File: config.mk
export PLATFORM = sky130hd
export DESIGN_NAME = sha256_fused_round
export DESIGN_NICKNAME = d
export VERILOG_FILES = /design/src/rtl/sha_round_pkg.sv /design/src/rtl/sha_csa3.sv /design/src/rtl/sha_ripple_add.sv /design/src/rtl/sha_round_ctrl.sv /design/src/rtl/sha_round_datapath.sv /design/src/rtl/sha256_fused_round.sv
export SDC_FILE = /design/constraint.sdc
export NUM_CORES = 1
export LEC_CHECK = 0
export ABC_AREA = 1
export BUFFER_PORTS_ARGS = -buffer_cell sky130_fd_sc_hd__buf_2
export CELL_PAD_IN_SITES_DETAIL_PLACEMENT = 0
export CELL_PAD_IN_SITES_GLOBAL_PLACEMENT = 2
export CORE_AREA = 2 2 266 268
export DETAILED_ROUTE_END_ITERATION = 7
export DIE_AREA = 0 0 268 270
export GPL_TIMING_DRIVEN = 0
export PLACE_DENSITY_LB_ADDON = 0.3
export SETUP_SLACK_MARGIN = 0.02
export SYNTH_ARGS = -nofsm -noshare
export SYNTH_HDL_FRONTEND = slang
export SYNTH_HIERARCHICAL = 1
export SYNTH_SLANG_ARGS = --single-unit
File: constraint.sdc
create_clock -name clk -period 19.9 [get_ports clk]
set_input_delay 0.995 -clock clk [delete_from_list [all_inputs] [get_ports clk]]
set_output_delay 0.995 -clock clk [all_outputs]
set_load 0.05 [all_outputs]
File: src/rtl/sha_round_pkg.sv
package sha_round_pkg;
  localparam int WORD_W = 32;
  localparam int NUM_VARS = 8;
  localparam int STATE_W = WORD_W * NUM_VARS;

  // fixed rotation amounts of the two big sigma functions
  localparam int S0_R0 = 2;
  localparam int S0_R1 = 13;
  localparam int S0_R2 = 22;
  localparam int S1_R0 = 6;
  localparam int S1_R1 = 11;
  localparam int S1_R2 = 25;

  typedef struct packed {
    logic capture;
  } stageStrobes_t;

  function automatic logic [WORD_W-1:0] rotr(input logic [WORD_W-1:0] x, input int n);
    return (x >> n) | (x << (WORD_W - n));
  endfunction

  function automatic logic [WORD_W-1:0] bigSigma0(input logic [WORD_W-1:0] x);
    return rotr(x, S0_R0) ^ rotr(x, S0_R1) ^ rotr(x, S0_R2);
  endfunction

  function automatic logic [WORD_W-1:0] bigSigma1(input logic [WORD_W-1:0] x);
    return rotr(x, S1_R0) ^ rotr(x, S1_R1) ^ rotr(x, S1_R2);
  endfunction

  function automatic logic [WORD_W-1:0] choose(input logic [WORD_W-1:0] e, f, g);
    return (e & f) ^ (~e & g);
  endfunction

  function automatic logic [WORD_W-1:0] majority(input logic [WORD_W-1:0] a, b, c);
    return (a & b) ^ (a & c) ^ (b & c);
  endfunction
endpackage

File: src/rtl/sha_csa3.sv
module sha_csa3 #(
  parameter int W = 32
) (
  input  logic [W-1:0] opA,
  input  logic [W-1:0] opB,
  input  logic [W-1:0] opC,
  output logic [W-1:0] sumOut,
  output logic [W-1:0] carryOut
);
  assign carryOut[0] = 1'b0;
  for (genvar i = 0; i < W; i++) begin : gen_bit
    assign sumOut[i] = opA[i] ^ opB[i] ^ opC[i];
    if (i < W - 1) begin : gen_carry
      assign carryOut[i+1] = (opA[i] & opB[i]) | (opA[i] & opC[i]) | (opB[i] & opC[i]);
    end
  end
endmodule

File: src/rtl/sha_ripple_add.sv
module sha_ripple_add #(
  parameter int W = 32
) (
  input  logic [W-1:0] opA,
  input  logic [W-1:0] opB,
  output logic [W-1:0] sumOut
);
  logic [W-1:0] carry;
  assign carry[0] = 1'b0;
  for (genvar i = 0; i < W; i++) begin : gen_fa
    assign sumOut[i] = opA[i] ^ opB[i] ^ carry[i];
    if (i < W - 1) begin : gen_chain
      assign carry[i+1] = (opA[i] & opB[i]) | (carry[i] & (opA[i] ^ opB[i]));
    end
  end
endmodule

File: src/rtl/sha_round_ctrl.sv
module sha_round_ctrl
  import sha_round_pkg::*;
(
  input  logic          clk,
  input  logic          rst,
  input  logic          inValid,
  output stageStrobes_t strobes,
  output logic          outValid
);
  logic validQ;

  always_ff @(posedge clk) begin
    if (rst) validQ <= 1'b0;
    else     validQ <= inValid;
  end

  always_comb begin
    strobes.capture = inValid & ~rst;
  end

  assign outValid = validQ;

  assert_reset_clears_valid_R1: assert property (@(posedge clk) rst |=> !outValid);
  assert_valid_follows_R2: assert property (@(posedge clk) disable iff (rst)
    inValid |=> outValid);
  assert_invalid_follows_R2: assert property (@(posedge clk) disable iff (rst)
    !inValid |=> !outValid);
endmodule

File: src/rtl/sha_round_datapath.sv
module sha_round_datapath
  import sha_round_pkg::*;
#(
  parameter logic [WORD_W-1:0] NEXT_K = '0
) (
  input  logic                clk,
  input  logic                rst,
  input  stageStrobes_t       strobes,
  input  logic [WORD_W-1:0]   inNonce,
  input  logic [STATE_W-1:0]  inState,
  input  logic [WORD_W-1:0]   inKw,
  input  logic [WORD_W-1:0]   inNextW,
  output logic [WORD_W-1:0]   outNonce,
  output logic [STATE_W-1:0]  outState,
  output logic [WORD_W-1:0]   outKw
);
  logic [WORD_W-1:0] varA, varB, varC, varD, varE, varF, varG, varH;
  assign {varA, varB, varC, varD, varE, varF, varG, varH} = inState;

  logic [WORD_W-1:0] sig0, sig1, chVal, majVal;
  assign sig0   = bigSigma0(varA);
  assign sig1   = bigSigma1(varE);
  assign chVal  = choose(varE, varF, varG);
  assign majVal = majority(varA, varB, varC);

  // T1 kept in carry-save form: h + S1 + Ch + kw
  logic [WORD_W-1:0] t1PartS, t1PartC, t1Sum, t1Carry;
  sha_csa3 #(.W(WORD_W)) u_t1First (
    .opA(varH), .opB(sig1), .opC(chVal), .sumOut(t1PartS), .carryOut(t1PartC));
  sha_csa3 #(.W(WORD_W)) u_t1Second (
    .opA(t1PartS), .opB(t1PartC), .opC(inKw), .sumOut(t1Sum), .carryOut(t1Carry));

  // new e = d + T1, one compressor then one resolve
  logic [WORD_W-1:0] eSum, eCarry, newE;
  sha_csa3 #(.W(WORD_W)) u_eTree (
    .opA(t1Sum), .opB(t1Carry), .opC(varD), .sumOut(eSum), .carryOut(eCarry));
  sha_ripple_add #(.W(WORD_W)) u_eResolve (
    .opA(eSum), .opB(eCarry), .sumOut(newE));

  // new a = T1 + S0 + Maj, 4:2 compression then one resolve
  logic [WORD_W-1:0] aPartS, aPartC, aSum, aCarry, newA;
  sha_csa3 #(.W(WORD_W)) u_aFirst (
    .opA(t1Sum), .opB(t1Carry), .opC(sig0), .sumOut(aPartS), .carryOut(aPartC));
  sha_csa3 #(.W(WORD_W)) u_aSecond (
    .opA(aPartS), .opB(aPartC), .opC(majVal), .sumOut(aSum), .carryOut(aCarry));
  sha_ripple_add #(.W(WORD_W)) u_aResolve (
    .opA(aSum), .opB(aCarry), .sumOut(newA));

  // constant plus word for the following round, one stage early
  logic [WORD_W-1:0] kwNext;
  sha_ripple_add #(.W(WORD_W)) u_kwAdd (
    .opA(NEXT_K), .opB(inNextW), .sumOut(kwNext));

  always_ff @(posedge clk) begin
    if (strobes.capture) begin
      outState <= {newA, varA, varB, varC, newE, varE, varF, varG};
      outKw    <= kwNext;
      outNonce <= inNonce;
    end
  end

  assert_nonce_carried_R3: assert property (@(posedge clk) disable iff (rst)
    strobes.capture |=> outNonce == $past(inNonce));
  assert_fused_difference_R4: assert property (@(posedge clk) disable iff (rst)
    strobes.capture |=> (outState[255:224] - outState[127:96]) ==
      $past(bigSigma0(inState[255:224]) +
            majority(inState[255:224], inState[223:192], inState[191:160]) -
            inState[159:128]));
  assert_words_shift_R6: assert property (@(posedge clk) disable iff (rst)
    strobes.capture |=> (outState[223:128] == $past(inState[255:160])) &&
                        (outState[95:0] == $past(inState[127:32])));
  assert_next_kw_R7: assert property (@(posedge clk) disable iff (rst)
    strobes.capture |=> outKw == $past(inNextW) + NEXT_K);
  assert_hold_idle_R8: assert property (@(posedge clk) disable iff (rst)
    !strobes.capture |=> $stable(outState) && $stable(outKw) && $stable(outNonce));
endmodule

File: src/rtl/sha256_fused_round.sv
module sha256_fused_round
  import sha_round_pkg::*;
#(
  parameter logic [31:0] NEXT_K = 32'h71374491
) (
  input  logic         clk,
  input  logic         rst,
  input  logic         inValid,
  input  logic [31:0]  inNonce,
  input  logic [255:0] inState,
  input  logic [31:0]  inKw,
  input  logic [31:0]  inNextW,
  output logic         outValid,
  output logic [31:0]  outNonce,
  output logic [255:0] outState,
  output logic [31:0]  outKw
);
  stageStrobes_t strobes;

  sha_round_ctrl u_ctrl (
    .clk(clk), .rst(rst), .inValid(inValid), .strobes(strobes), .outValid(outValid));

  sha_round_datapath #(.NEXT_K(NEXT_K)) u_datapath (
    .clk(clk), .rst(rst), .strobes(strobes), .inNonce(inNonce), .inState(inState),
    .inKw(inKw), .inNextW(inNextW), .outNonce(outNonce), .outState(outState),
    .outKw(outKw));
endmodule

* Yosys cells after proc, flatten, opt, wreduce, memory -nomap -nowiden
Index checks and enable logic that the tools add are counted.
Storage, ports and cells: bits of input ports 355, word-level logic and storage cells 1425, output and inout port bits 321, flip-flop bits (word level) 321, memory bits (writable) 0, latch bits 0, memories kept 0, ROM bits 0
Cells by class: reductions and logical operators 0, bitwise gates (word level) 1421, magnitude comparators 0, eq/ne operators 0, $add $sub $neg 0, divide/modulo/power cells 0, multipliers 0, multiplexer cells 0, shifts and indexed selects 0
Operator list (number):
- 1-bit AND | 576
- 1-bit XOR | 438
- 1-bit OR | 373
- 32-bit XOR | 7
- 32-bit AND | 5
- 32-bit NOT | 1
- 10-bit by 32-bit OR with 32-bit output | 1
- 19-bit by 32-bit OR with 32-bit output | 1
- 21-bit by 32-bit OR with 32-bit output | 1
- 26-bit by 32-bit OR with 32-bit output | 1
- 30-bit by 32-bit OR with 32-bit output | 1
- 7-bit by 32-bit OR with 32-bit output | 1
- 1-bit NOT | 15

* Longest topological paths before layout
word-level depth 73, depth in mapped cells 45, depth with buffers taken out 45

* By module
Netlist, hierarchy kept.
Modules (own cells, without submodules):
- sha_round_datapath | seq. area each 9609.2 um^2, instances 1, area an instance 12139.1 um^2, cells each 962
- sha_csa3 | seq. area each 0.0 um^2, instances 5, area an instance 666.9 um^2, cells each 42
- sha_ripple_add | seq. area each 0.0 um^2, instances 3, area an instance 669.4 um^2, cells each 45
- sha_round_ctrl | seq. area each 20.0 um^2, instances 1, area an instance 31.3 um^2, cells each 4

* Worst setup path after synthesis
Ideal clock, no wire load.
kind input to register, start point input port inValid, end point register u_datapath.outKw[0], enable pin, path buffers 0, required time 18.881 ns, setup time 1.019 ns, slack 4.420 ns, stages 2, arrival 14.461 ns, path through inv_1 -> nor2_1
Between the ends: word-level cells in the longest chain between the ends 1
Ends and longest elaborated chain:
- from (decl) | line sha256_fused_round.sv:8 | input logic inValid,
- 1-bit AND | line sha_round_ctrl.sv:18 | strobes.capture = inValid & ~rst;
- named net strobes | line sha256_fused_round.sv:18 | stageStrobes_t strobes;
- to (signal assigned) | line sha_round_datapath.sv:57 | outKw <= kwNext;
- to (decl) | line sha_round_datapath.sv:15 | output logic [WORD_W-1:0] outKw
The timed path passes the listed nets, and every way through them passes these cells. A chain may end at the register's enable or synchronous reset.

* Worst setup path after layout
start point input port inState[107], end point register u_datapath.outState[255], data pin
Between the ends: elaborated cells between the ends (all ways) 343, classes of those cells bitwise: 343
RTL lines:
- from (decl) | line sha256_fused_round.sv:10 | input logic [255:0] inState,
- 21-bit by 32-bit OR with 32-bit output | line sha_round_pkg.sv:19 | return (x >> n) | (x << (WORD_W - n));
- 32-bit XOR (2 in series) | line sha_round_pkg.sv:27 | return rotr(x, S1_R0) ^ rotr(x, S1_R1) ^ rotr(x, S1_R2);
- named net u_datapath.sig1[0] | line sha_round_datapath.sv:20 | logic [WORD_W-1:0] sig0, sig1, chVal, majVal;
- 1-bit XOR (2 in series) | line sha_csa3.sv:12 | assign sumOut[i] = opA[i] ^ opB[i] ^ opC[i];
- named net u_datapath.t1PartS[0] | line sha_round_datapath.sv:27 | logic [WORD_W-1:0] t1PartS, t1PartC, t1Sum, t1Carry;
- 1-bit XOR | line sha_csa3.sv:12
- named net u_datapath.t1Sum[0] | line sha_round_datapath.sv:27
- 1-bit AND | line sha_csa3.sv:14 | assign carryOut[i+1] = (opA[i] & opB[i]) | (opA[i] & opC[i]) | (opB[i] & opC[i]);
- named net u_datapath.aPartC[1] | line sha_round_datapath.sv:41 | logic [WORD_W-1:0] aPartS, aPartC, aSum, aCarry, newA;
- [... 2 more ...]
- named net u_datapath.aSum[1] | line sha_round_datapath.sv:41
- [... 53 more ...]
- 1-bit AND | line sha_ripple_add.sv:13 | assign carry[i+1] = (opA[i] & opB[i]) | (carry[i] & (opA[i] ^ opB[i]));
- 1-bit OR | line sha_ripple_add.sv:13
- 1-bit AND | line sha_ripple_add.sv:13
- 1-bit OR | line sha_ripple_add.sv:13
- 1-bit AND | line sha_ripple_add.sv:13
- 1-bit OR | line sha_ripple_add.sv:13
- 1-bit XOR | line sha_ripple_add.sv:11 | assign sumOut[i] = opA[i] ^ opB[i] ^ carry[i];
- named net u_datapath.newA[31] | line sha_round_datapath.sv:41
- to (signal assigned) | line sha_round_datapath.sv:56 | outState <= {newA, varA, varB, varC, newE, varE, varF, varG};
- to (decl) | line sha_round_datapath.sv:14 | output logic [STATE_W-1:0] outState,
The timed path passes the listed nets, and every way through them passes these cells.

==> results.json <==
{
  "pin_count": 676,
  "mostFrequentLayoutCell": "buf_2",
  "crit_fanout": 6,
  "min_path_type": "in2reg",
  "syn_area_um2": 17510,
  "syn_to_final_growth_pct": 36.11,
  "synth.top_cells.by_area": "edfxtp_1, fa_1, nand2_1",
  "syn_inst": 1311,
  "synth_top_cell_area_share_pct": 54.87,
  "core_um2": 69540,
  "avgSynthCellArea_um2": 13.36,
  "post-dp-hpwl_mm": 62.05,
  "peakVddDrop_mv": 0.06880,
  "antenna_found_initial": 19,
  "timing.fmax_mhz": 64.07,
  "worst_slew_pin_slew_ns": 0.7428,
  "yosysWarnings": 6,
  "synthDistinctLibCells": 13,
  "path_clk_slew_ns": 0.06,
  "cp-end-kind": "register",
  "finalCoreUtilization_pct": 34.28,
  "maxSlewHeadroom_pct": 50.36,
  "min_path_cells": 1,
  "max_cap_violations": 0,
  "nets": 2673,
  "die_w_um": 268,
  "avgViaCountPerCell": 4.142,
  "sw_frac_of_total_pct": 40.16,
  "place_area_um2": 22390,
  "worstHoldEndpoint": "u_datapath/outNonce[12]",
  "worstSetupStartpointType": "primary input",
  "grt.total_usage_pct": 19.65,
  "drt_wl_total_mm": 71.75,
  "combPwrFrac_pct": 44.6,
  "yosysTopAreaCell": "edfxtp_1",
  "clock-sinks": 321,
  "drt-initial-drc-count": 670,
  "start_util_pct": 25.18,
  "grt-ovfl-total": 0,
  "n_fill_cell": 7064,
  "fin_area_um2": 23840,
  "min_period_over_period_pct": 78.43,
  "register_area_um2": 9629,
  "drc_errors": 0,
  "grt_max_degree": 36,
  "cts-buffers-inserted": 41,
  "ys_ff_latch": 321,
  "cts_tree": "done",
  "dr.pass1.iters": 5,
  "final.min_clock_period_ns": 15.61,
  "multi_input_area_um2": 7580,
  "grt_pass1_wl_mm": 98.70,
  "num_rows": 97,
  "setup_viol": 0,
  "hold_violations": 0,
  "critPathArrivalTime_ns": 15.91,
  "clock_path_buffers": 3,
  "die-area_um2": 72360,
  "hold_buffers": 0,
  "dr_total_vias": 12630,
  "crit_type": "in2reg",
  "ant_nets": 0,
  "status": "complete, no violations",
  "p_per_area_nw_per_um2": 134.8,
  "ys_seq_area_share_pct": 54.98,
  "cts_root_buffer": "clkbuf_16",
  "wire_per_inst_um": 23.53,
  "cpMostUsedCell": "fa_1",
  "mostFrequentLayoutCells": "buf_2, nand2_1, edfxtp_1",
  "post-cts-setup-buffers": 0,
  "p_sw_w": 0.001290,
  "tns_ns": 0,
  "crit_path_top_delay_cell": "fa_1",
  "drive_gt1_share_pct": 37.68,
  "routabilityCongestion": 0.8207,
  "power_frac_seq_pct": 30.7,
  "port_buffers": 675,
  "crit_path_max_incr_delay_ns": 0.57,
  "h-tree-depth": 2,
  "worstHoldStart": "inNonce[12]",
  "die_h_um": 270,
  "rsz0062_at_grt": "false",
  "p_leak_nw": 10.69,
  "worstPathRequired_ns": 20.21,
  "p_clk_share_pct": 24.7,
  "grt_pass1_vias": 13530,
  "internal_power_w": 0.001922,
  "drv_slew": 0,
  "cts_resized": 0
}
[flip-flops by register name, summed over array words and instances (netlist names)]
register,count
u_ctrl/outValid,1
u_datapath/outKw,32
u_datapath/outNonce,32
u_datapath/outState,256
[critical path: cells and delay by family]
kind / cells / cell delay (ns)
simple gates: 6 / 0.50
fa+ha+maj: 34 / 13.81
buf+inv: 4 / 0.54
[kinds of logic after synthesis]
logic type                 after synthesis  share of synthesized area [%]
AOI/OAI and AO/OA                       32                         0.9145
other                                    7                         0.1501
DFF                                    321                          54.98
buffers and inverters                  109                          2.443
and+or+nand+nor                        594                          13.29
adders and majority gates              248                          28.22
[how the worst max path moves through the flow]
| stage | startpoint | end | slack (ns) | depth (start not counted) |
|---|---|---|---|---|
| global route | inState[107] | u_datapath/outState[255] | 3.76 | 44 |
| finish | inState[107] | u_datapath/outState[255] | 4.29 | 44 |
| floorplan | inValid | u_datapath/outKw[0] | 4.42 | 2 |
| CTS | inState[122] | u_datapath/outState[255] | 4.19 | 42 |
| global placement | inValid | u_datapath/outState[5] | -2.31 | 3 |
| detailed placement | inState[108] | u_datapath/outState[255] | 3.60 | 44 |
[power groups by stage]
stage / clock network, W / logic (W) / registers, W
3_5_place_dp: 0 / 0.00148 / 0.00100
2_1_floorplan: 0 / 0.000628 / 0.00139
4_1_cts: 0.000818 / 0.00148 / 0.000988
3_3_place_gp: 0 / 0.00145 / 0.00102
6_report: 0.000792 / 0.00143 / 0.000986
5_1_grt: 0.000842 / 0.00160 / 0.000998
[stage by stage]
| step | hold slack, ns | instances | power [W] | setup WS (ns) |
|---|---|---|---|---|
| after floorplan | 1.067 | 1342 | 0.002018 | 4.420 |
| after global placement | 1.171 | 2957 | 0.002466 | -2.307 |
| after detailed placement | 1.173 | 2967 | 0.002476 | 3.604 |
| after CTS | 0.5622 | 3042 | 0.003283 | 4.189 |
| after global routing | 0.5742 | 3045 | 0.003444 | 3.759 |
| final | 0.6069 | 3049 | 0.003212 | 4.293 |
[routing by layer]
layer / global-route usage [%] / vias to the layer above / share of wire [%]
li1: - / 5810 / -
met1: 23.70 / 6285 / 40
met2: 34.50 / 423 / 51
met3: 5.680 / 86 / 7.2
met4: 4.322 / 24 / 1.7
met5: 0 / - / 0.20
[cell type report]
type | count | share of cell area, %
Antenna cell | 7 | 0.07349
Timing Repair Buffer | 685 | 15.01
Multi-Input combinational cell | 912 | 31.80
Inverter | 104 | 1.638
Sequential cell | 321 | 40.40
Clock buffer | 51 | 4.808
Buffer | 5 | 0.1575
Tap cell | 940 | 4.934
Clock inverter | 24 | 1.181
[synthesized netlist by cell type]
library cell / number
nand3_1: 72
nand2_2: 3
conb_1: 7
ha_1: 3
buf_4: 5
nor2_1: 34
inv_2: 32
inv_1: 72
nand2_1: 485
a21oi_1: 32
fa_1: 245
dfxtp_1: 1
edfxtp_1: 320
Power figures use the tool's default switching activity.
